File: src/rtl/bg_fetch_seq_pkg.sv
package bg_fetch_seq_pkg;

  localparam int WORD_W   = 9;
  localparam int PLANE_W  = 2;
  localparam int KIND_W   = 2;
  localparam int OFFSET_W = 3;

  typedef enum logic [KIND_W-1:0] {
    KIND_PIXEL    = 2'b00,
    KIND_MAP_PIX  = 2'b01,
    KIND_MAP      = 2'b10,
    KIND_UNDEF    = 2'b11
  } accessKind_t;

  typedef struct packed {
    logic                valid;
    logic [PLANE_W-1:0]  plane;
    accessKind_t         kind;
    logic [OFFSET_W-1:0] offset;
    logic                rotate;
  } fetchReq_t;

  localparam logic [WORD_W-1:0] NOP_WORD = 9'h100;

  function automatic fetchReq_t decodeWord(input logic [WORD_W-1:0] w);
    fetchReq_t r;
    r.rotate = w[5];
    r.offset = w[5] ? '0 : w[2:0];
    r.kind   = accessKind_t'(w[4:3]);
    r.plane  = w[7:6];
    r.valid  = !w[8] && (r.kind != KIND_UNDEF);
    return r;
  endfunction

endpackage

File: src/rtl/bg_fetch_seq_ctrl.sv
module bg_fetch_seq_ctrl #(
  parameter int SLOTS = 8,
  parameter int BANKS = 2,
  localparam int SLOT_W = $clog2(SLOTS),
  localparam int BANK_W = (BANKS > 1) ? $clog2(BANKS) : 1,
  localparam int ADDR_W = $clog2(SLOTS * BANKS)
) (
  input  logic              clk,
  input  logic              rstN,
  input  logic              hostAddrWe,
  input  logic [ADDR_W-1:0] hostAddrIn,
  input  logic              hostDataWe,
  input  logic              runWe,
  input  logic              runIn,
  input  logic [BANK_W-1:0] bankSel,
  input  logic              fetchStep,
  output logic [ADDR_W-1:0] progAddr,
  output logic              storeWr,
  output logic [ADDR_W-1:0] storeAddr,
  output logic              issue,
  output logic [ADDR_W-1:0] readAddr,
  output logic              runActive,
  output logic [BANK_W-1:0] bankActive
);

  localparam logic [SLOT_W-1:0] LAST_SLOT = SLOT_W'(SLOTS - 1);

  logic              runQ;
  logic [BANK_W-1:0] bankQ;
  logic [SLOT_W-1:0] slotQ;
  logic [ADDR_W-1:0] addrQ;

  always_ff @(posedge clk) begin
    if (!rstN) begin
      addrQ <= '0;
      runQ  <= 1'b0;
      bankQ <= '0;
      slotQ <= '0;
    end else begin
      if (hostAddrWe)      addrQ <= hostAddrIn;
      else if (hostDataWe) addrQ <= addrQ + 1'b1;

      if (runWe) begin
        runQ <= runIn;
        if (runIn && !runQ) bankQ <= bankSel;
      end

      if (runWe && !runIn)        slotQ <= '0;
      else if (runQ && fetchStep) slotQ <= (slotQ == LAST_SLOT) ? '0 : slotQ + 1'b1;
    end
  end

  always_comb begin
    storeWr    = hostDataWe;
    storeAddr  = addrQ;
    issue      = runQ && fetchStep;
    readAddr   = ADDR_W'({bankQ, slotQ});
    progAddr   = addrQ;
    runActive  = runQ;
    bankActive = bankQ;
  end

endmodule

File: src/rtl/bg_fetch_seq_datapath.sv
module bg_fetch_seq_datapath
  import bg_fetch_seq_pkg::*;
#(
  parameter int DEPTH = 16,
  localparam int ADDR_W = $clog2(DEPTH)
) (
  input  logic              clk,
  input  logic              rstN,
  input  logic              storeWr,
  input  logic [ADDR_W-1:0] storeAddr,
  input  logic [WORD_W-1:0] storeData,
  input  logic              issue,
  input  logic [ADDR_W-1:0] readAddr,
  output fetchReq_t         reqOut,
  output logic [ADDR_W-1:0] slotOut
);

  logic [WORD_W-1:0] store [DEPTH];

  for (genvar i = 0; i < DEPTH; i++) begin : g_word
    always_ff @(posedge clk) begin
      if (!rstN)                                   store[i] <= NOP_WORD;
      else if (storeWr && storeAddr == ADDR_W'(i)) store[i] <= storeData;
    end
  end

  fetchReq_t decoded;
  assign decoded = decodeWord(store[readAddr]);

  always_ff @(posedge clk) begin
    if (!rstN) begin
      reqOut  <= '0;
      slotOut <= '0;
    end else if (issue) begin
      reqOut  <= decoded;
      slotOut <= readAddr;
    end else begin
      reqOut.valid <= 1'b0;
    end
  end

endmodule

File: src/rtl/bg_fetch_seq.sv
module bg_fetch_seq
  import bg_fetch_seq_pkg::*;
#(
  parameter int SLOTS = 8,
  parameter int BANKS = 2,
  localparam int ADDR_W = $clog2(SLOTS * BANKS),
  localparam int BANK_W = (BANKS > 1) ? $clog2(BANKS) : 1
) (
  input  logic              clk,
  input  logic              rstN,
  input  logic              hostAddrWe,
  input  logic [ADDR_W-1:0] hostAddrIn,
  input  logic              hostDataWe,
  input  logic [8:0]        hostDataIn,
  input  logic              runWe,
  input  logic              runIn,
  input  logic [BANK_W-1:0] bankSel,
  input  logic              fetchStep,
  output logic [ADDR_W-1:0] progAddr,
  output logic              reqValid,
  output logic [1:0]        reqPlane,
  output logic [1:0]        reqKind,
  output logic [2:0]        reqOffset,
  output logic              reqRotate,
  output logic [ADDR_W-1:0] reqSlot
);

  typedef struct packed {
    logic              storeWr;
    logic [ADDR_W-1:0] storeAddr;
    logic              issue;
    logic [ADDR_W-1:0] readAddr;
  } ctrlStrobes_t;

  ctrlStrobes_t      strobes;
  logic              runActive;
  logic [BANK_W-1:0] bankActive;
  fetchReq_t         req;

  bg_fetch_seq_ctrl #(.SLOTS(SLOTS), .BANKS(BANKS)) u_ctrl (
    .clk(clk), .rstN(rstN),
    .hostAddrWe(hostAddrWe), .hostAddrIn(hostAddrIn),
    .hostDataWe(hostDataWe), .runWe(runWe), .runIn(runIn),
    .bankSel(bankSel), .fetchStep(fetchStep),
    .progAddr(progAddr),
    .storeWr(strobes.storeWr), .storeAddr(strobes.storeAddr),
    .issue(strobes.issue), .readAddr(strobes.readAddr),
    .runActive(runActive), .bankActive(bankActive)
  );

  bg_fetch_seq_datapath #(.DEPTH(SLOTS * BANKS)) u_dp (
    .clk(clk), .rstN(rstN),
    .storeWr(strobes.storeWr), .storeAddr(strobes.storeAddr),
    .storeData(hostDataIn),
    .issue(strobes.issue), .readAddr(strobes.readAddr),
    .reqOut(req), .slotOut(reqSlot)
  );

  assign reqValid  = req.valid;
  assign reqPlane  = req.plane;
  assign reqKind   = req.kind;
  assign reqOffset = req.offset;
  assign reqRotate = req.rotate;

endmodule

File: config.mk
export PLATFORM = sky130hd
export DESIGN_NAME = bg_fetch_seq
export DESIGN_NICKNAME = d
export VERILOG_FILES = /design/src/rtl/bg_fetch_seq_pkg.sv /design/src/rtl/bg_fetch_seq_ctrl.sv /design/src/rtl/bg_fetch_seq_datapath.sv /design/src/rtl/bg_fetch_seq.sv
export SDC_FILE = /design/constraint.sdc
export NUM_CORES = 1
export LEC_CHECK = 0
export BUFFER_PORTS_ARGS = -buffer_cell sky130_fd_sc_hd__buf_4
export CORE_AREA = 2 2 126 128
export DETAILED_ROUTE_END_ITERATION = 7
export DIE_AREA = 0 0 128 130
export PLACE_DENSITY = 0.67
export SYNTH_ARGS = -nofsm -noshare
export SYNTH_HDL_FRONTEND = slang
export SYNTH_SLANG_ARGS = --single-unit
File: constraint.sdc
create_clock -name clk -period 2.14 [get_ports clk]
set_clock_uncertainty 0.05 [all_clocks]
set_input_delay 0.214 -clock clk [delete_from_list [all_inputs] [get_ports clk]]
set_output_delay 0.214 -clock clk [all_outputs]
set_load 0.01 [all_outputs]
==> results.cfg <==
[floorplan]
die_y_um = 130
dieWidth_um = 128
die-area_um2 = 16600
fp-row-count = 46
io_pins = 38
design.core.area_um2 = 15400
initial_core_util_pct = 49.0

[drt]
dr.pass1.iters = 4
drt-total-wl_mm = 17.4
wire_per_inst_um = 21.8
drtIter0Drc = 421
vias_per_cell = 5.63
ant_nets = 0
vias = 4506
remaining_drc_errors = 0

[sta]
final-hold-violation-count = 0
hold_slack_ps = 47.2
relSlewSlack_pct = 64.0
rsz0062_at_grt = no
fmax_mhz = 497
worst_pin_slew_ps = 540
setup_viol = 0
fin_crit_sh_pct = 94.1
finalMaxSlewViolations = 0
setup_tns_ps = 0
min_period_ps = 2010

[grt]
grt_usage_pct = 22.4
grt_first_pass_wirelength_mm = 26.8
grt_max_degree = 23
grt_pass1_vias = 4475
antenna_found_initial = 0
grt-ovfl-total = 0

[layout]
nNetsFinal = 622
num_antenna_cells = 0
drive_above_1_share_pct = 24.0
post-route-util_pct = 57.3
fill_cells = 1249
synthToLayoutAreaGrowth_pct = 17.0
design_area_um2 = 8840

[logic_synthesis]
netlist_instances = 533
syn_area_um2 = 7560
synth_seq_cells = 166
synth_fp_nets = 560
yosysSeqAreaShare_pct = 63.0
yosys_warnings = 0
syn_avg_cell_area_um2 = 14.2
synth_cell_types = 39

[run_status]
status = finished clean

[hold_path]
hold_path_end = u_ctrl.progAddr[1]
min_from = hostAddrIn[1]
hold_depth = 4
hold_class = primary input to flop

[setup_path]
crit_type = flop to flop
critPathMaxFanout = 13
r2r-end = u_dp.reqOut[2]
worstPathRequired_ps = 2400
reg2reg_depth = 6
r2r_start = u_ctrl.slotQ[1]
cp-end-kind = flop
regToRegSetupSlack_ps = 130
start_kind = flop
cp.arrival_ps = 2280

[placed_design]
place.gp.congestion = 0.810
numPortBuffers = 37
placed_cell_area_um2 = 8220
dp_hpwl_mm = 12.1

[pwr]
finalPower_w = 0.00717
p_per_area_nw_per_um2 = 811
peakVddDrop_mv = 0.569
p_leak_nw = 3.20

[flow_run]
drv_cap = 0

[cts]
cts_htree_levels = 4
cts_buffer_depth = 2
clkSlewWorstSetupHoldPaths_ps = 60
clk_latency_ps = 430
ctsRootBufferMaster = clkbuf_16
cts_tree = built
numCtsBuffers = 17
ctsResizeCount = 0
cts.sinks = 166
==> Yosys cell counts <==
cell type / count / share of area (%)
mux2i_1: 10 / 1.3
nand2_1: 26 / 1.3
o2111a_1: 1 / 0.15
or3_1: 16 / 1.3
buf_6: 3 / 0.45
nand2b_1: 4 / 0.33
xnor2_1: 1 / 0.12
buf_4: 6 / 0.60
edfxtp_1: 144 / 57
nor3b_1: 1 / 0.099
o21ai_1: 2 / 0.13
dfxtp_1: 22 / 5.8
buf_1: 1 / 0.050
a221oi_1: 2 / 0.23
buf_2: 5 / 0.33
mux4_2: 34 / 10
nand3_1: 6 / 0.40
or2_2: 1 / 0.083
inv_1: 3 / 0.15
nor2b_1: 5 / 0.41
a22oi_1: 8 / 0.79
a21oi_1: 5 / 0.33
o211a_1: 2 / 0.26
and3_1: 1 / 0.083
ha_1: 6 / 0.99
nand4_1: 1 / 0.083
o31ai_1: 1 / 0.099
o21ai_0: 21 / 1.4
a22o_1: 5 / 0.58
xor2_1: 2 / 0.23
a21boi_0: 6 / 0.60
o22ai_1: 1 / 0.083
clkbuf_1: 19 / 0.94
and2_1: 134 / 11
mux2_2: 3 / 0.45
nor2_1: 22 / 1.1
nor3_1: 1 / 0.066
a2111oi_0: 1 / 0.12
nand3b_1: 1 / 0.099
==> worst max-delay path by stage <==
stage,from,end,slack (ps),depth (start not counted)
CTS,u_ctrl.slotQ[1],u_dp.reqOut[3],140,6
detailed placement,u_ctrl.slotQ[1],u_dp.reqOut[1],150,6
floorplan,u_ctrl.progAddr[2],u_dp.store[0][0],160,3
global placement,u_ctrl.slotQ[1],u_dp.reqOut[2],210,6
finish,u_ctrl.slotQ[1],u_dp.reqOut[2],130,6
global route,u_ctrl.slotQ[1],u_dp.reqOut[1],10,6
==> cells by family after synthesis <==
group / after synthesis / synth area share, %
simple gates: 219 / 16.5
compound gates: 55 / 4.77
fa+ha+maj: 6 / 0.993
mux: 47 / 11.9
xor+xnor: 3 / 0.348
flops: 166 / 63.0
buf+inv: 37 / 2.52
==> metrics by stage <==
stage,setup slack [ps],cells
6_report,126,800
2_1_floorplan,164,533
3_3_place_gp,206,766
4_1_cts,141,800
3_5_place_dp,148,766
5_1_grt,14.3,800
==> worst max-delay path, stage by stage, from the launching register on <==
cell and delay, ps:
dfxtp_2 520, buf_4 240, buf_4 210, mux4_2 340, a22oi_1 280, a22o_1 190, a21boi_0 70
==> flip-flops by register name (all words and copies together), names as in the netlist <==
signal             count
u_ctrl.slotQ           3
u_dp.slotOut           4
u_dp.reqOut            9
u_ctrl.runActive       1
u_ctrl.bankActive      1
u_ctrl.progAddr        4
u_dp.store           144
==> layout by cell type, fill, tap and decap left out, types with 2 or more instances in the layout <==
| cell type | synthesis | routed |
|---|---|---|
| mux4_2 | 34 | 34 |
| a22o_1 | 5 | 5 |
| nor2b_1 | 5 | 5 |
| a221oi_1 | 2 | 2 |
| nand3_1 | 6 | 6 |
| nand2_1 | 26 | 26 |
| or3_1 | 16 | 16 |
| a21oi_1 | 5 | 5 |
| clkbuf_8 | 0 | 3 |
| inv_4 | 0 | 3 |
| clkinv_2 | 0 | 2 |
| dfxtp_1 | 22 | 20 |
| dlygate4sd3_1 | 0 | 2 |
| a21boi_0 | 6 | 6 |
| o21ai_0 | 21 | 21 |
| inv_1 | 3 | 3 |
| nand2b_1 | 4 | 4 |
| dfxtp_2 | 0 | 2 |
| buf_4 | 6 | 72 |
| and2_1 | 134 | 134 |
| xor2_1 | 2 | 2 |
| o211a_1 | 2 | 2 |
| buf_12 | 0 | 3 |
| ha_1 | 6 | 6 |
| nor2_1 | 22 | 22 |
| mux2i_1 | 10 | 10 |
| mux2_2 | 3 | 3 |
| a22oi_1 | 8 | 8 |
| o21ai_1 | 2 | 2 |
| clkbuf_16 | 0 | 20 |
| edfxtp_1 | 144 | 144 |
==> routing by layer <==
metal	share of wire, %	wire, µm	up-vias	global-route usage [%]
met3	4.4	758	22	5.13
li1	-	-	2078	-
met4	2.5	444	0	8.34
met2	50	8720	124	36.5
met1	43	7500	2282	29.8
met5	0	0	-	0
==> what timing repair did <==
action                                 CTS  global route
setup buffers                            0             0
hold buffers                             2             0
endpoints found under the hold margin    2             0
==> power by group <==
group	total, W	internal (W)	switching (W)	leakage, nW
logic	0.000460	0.000192	0.000268	1.28
clock network	0.00301	0.00179	0.00122	0.299
registers	0.00370	0.00364	0.0000608	1.62
total	0.00717	0.00562	0.00155	3.20
==> final cells by class <==
class	instances	area (µm²)	area share, %
Clock buffer	24	546	6.17
Clock inverter	8	53.8	0.608
Inverter	3	11.3	0.127
Multi-Input combinational cell	330	2610	29.5
Sequential cell	166	4770	53.9
Tap cell	192	240	2.72
Timing Repair Buffer	77	621	7.02
No activity file was read; power rests on OpenSTA's default activity.
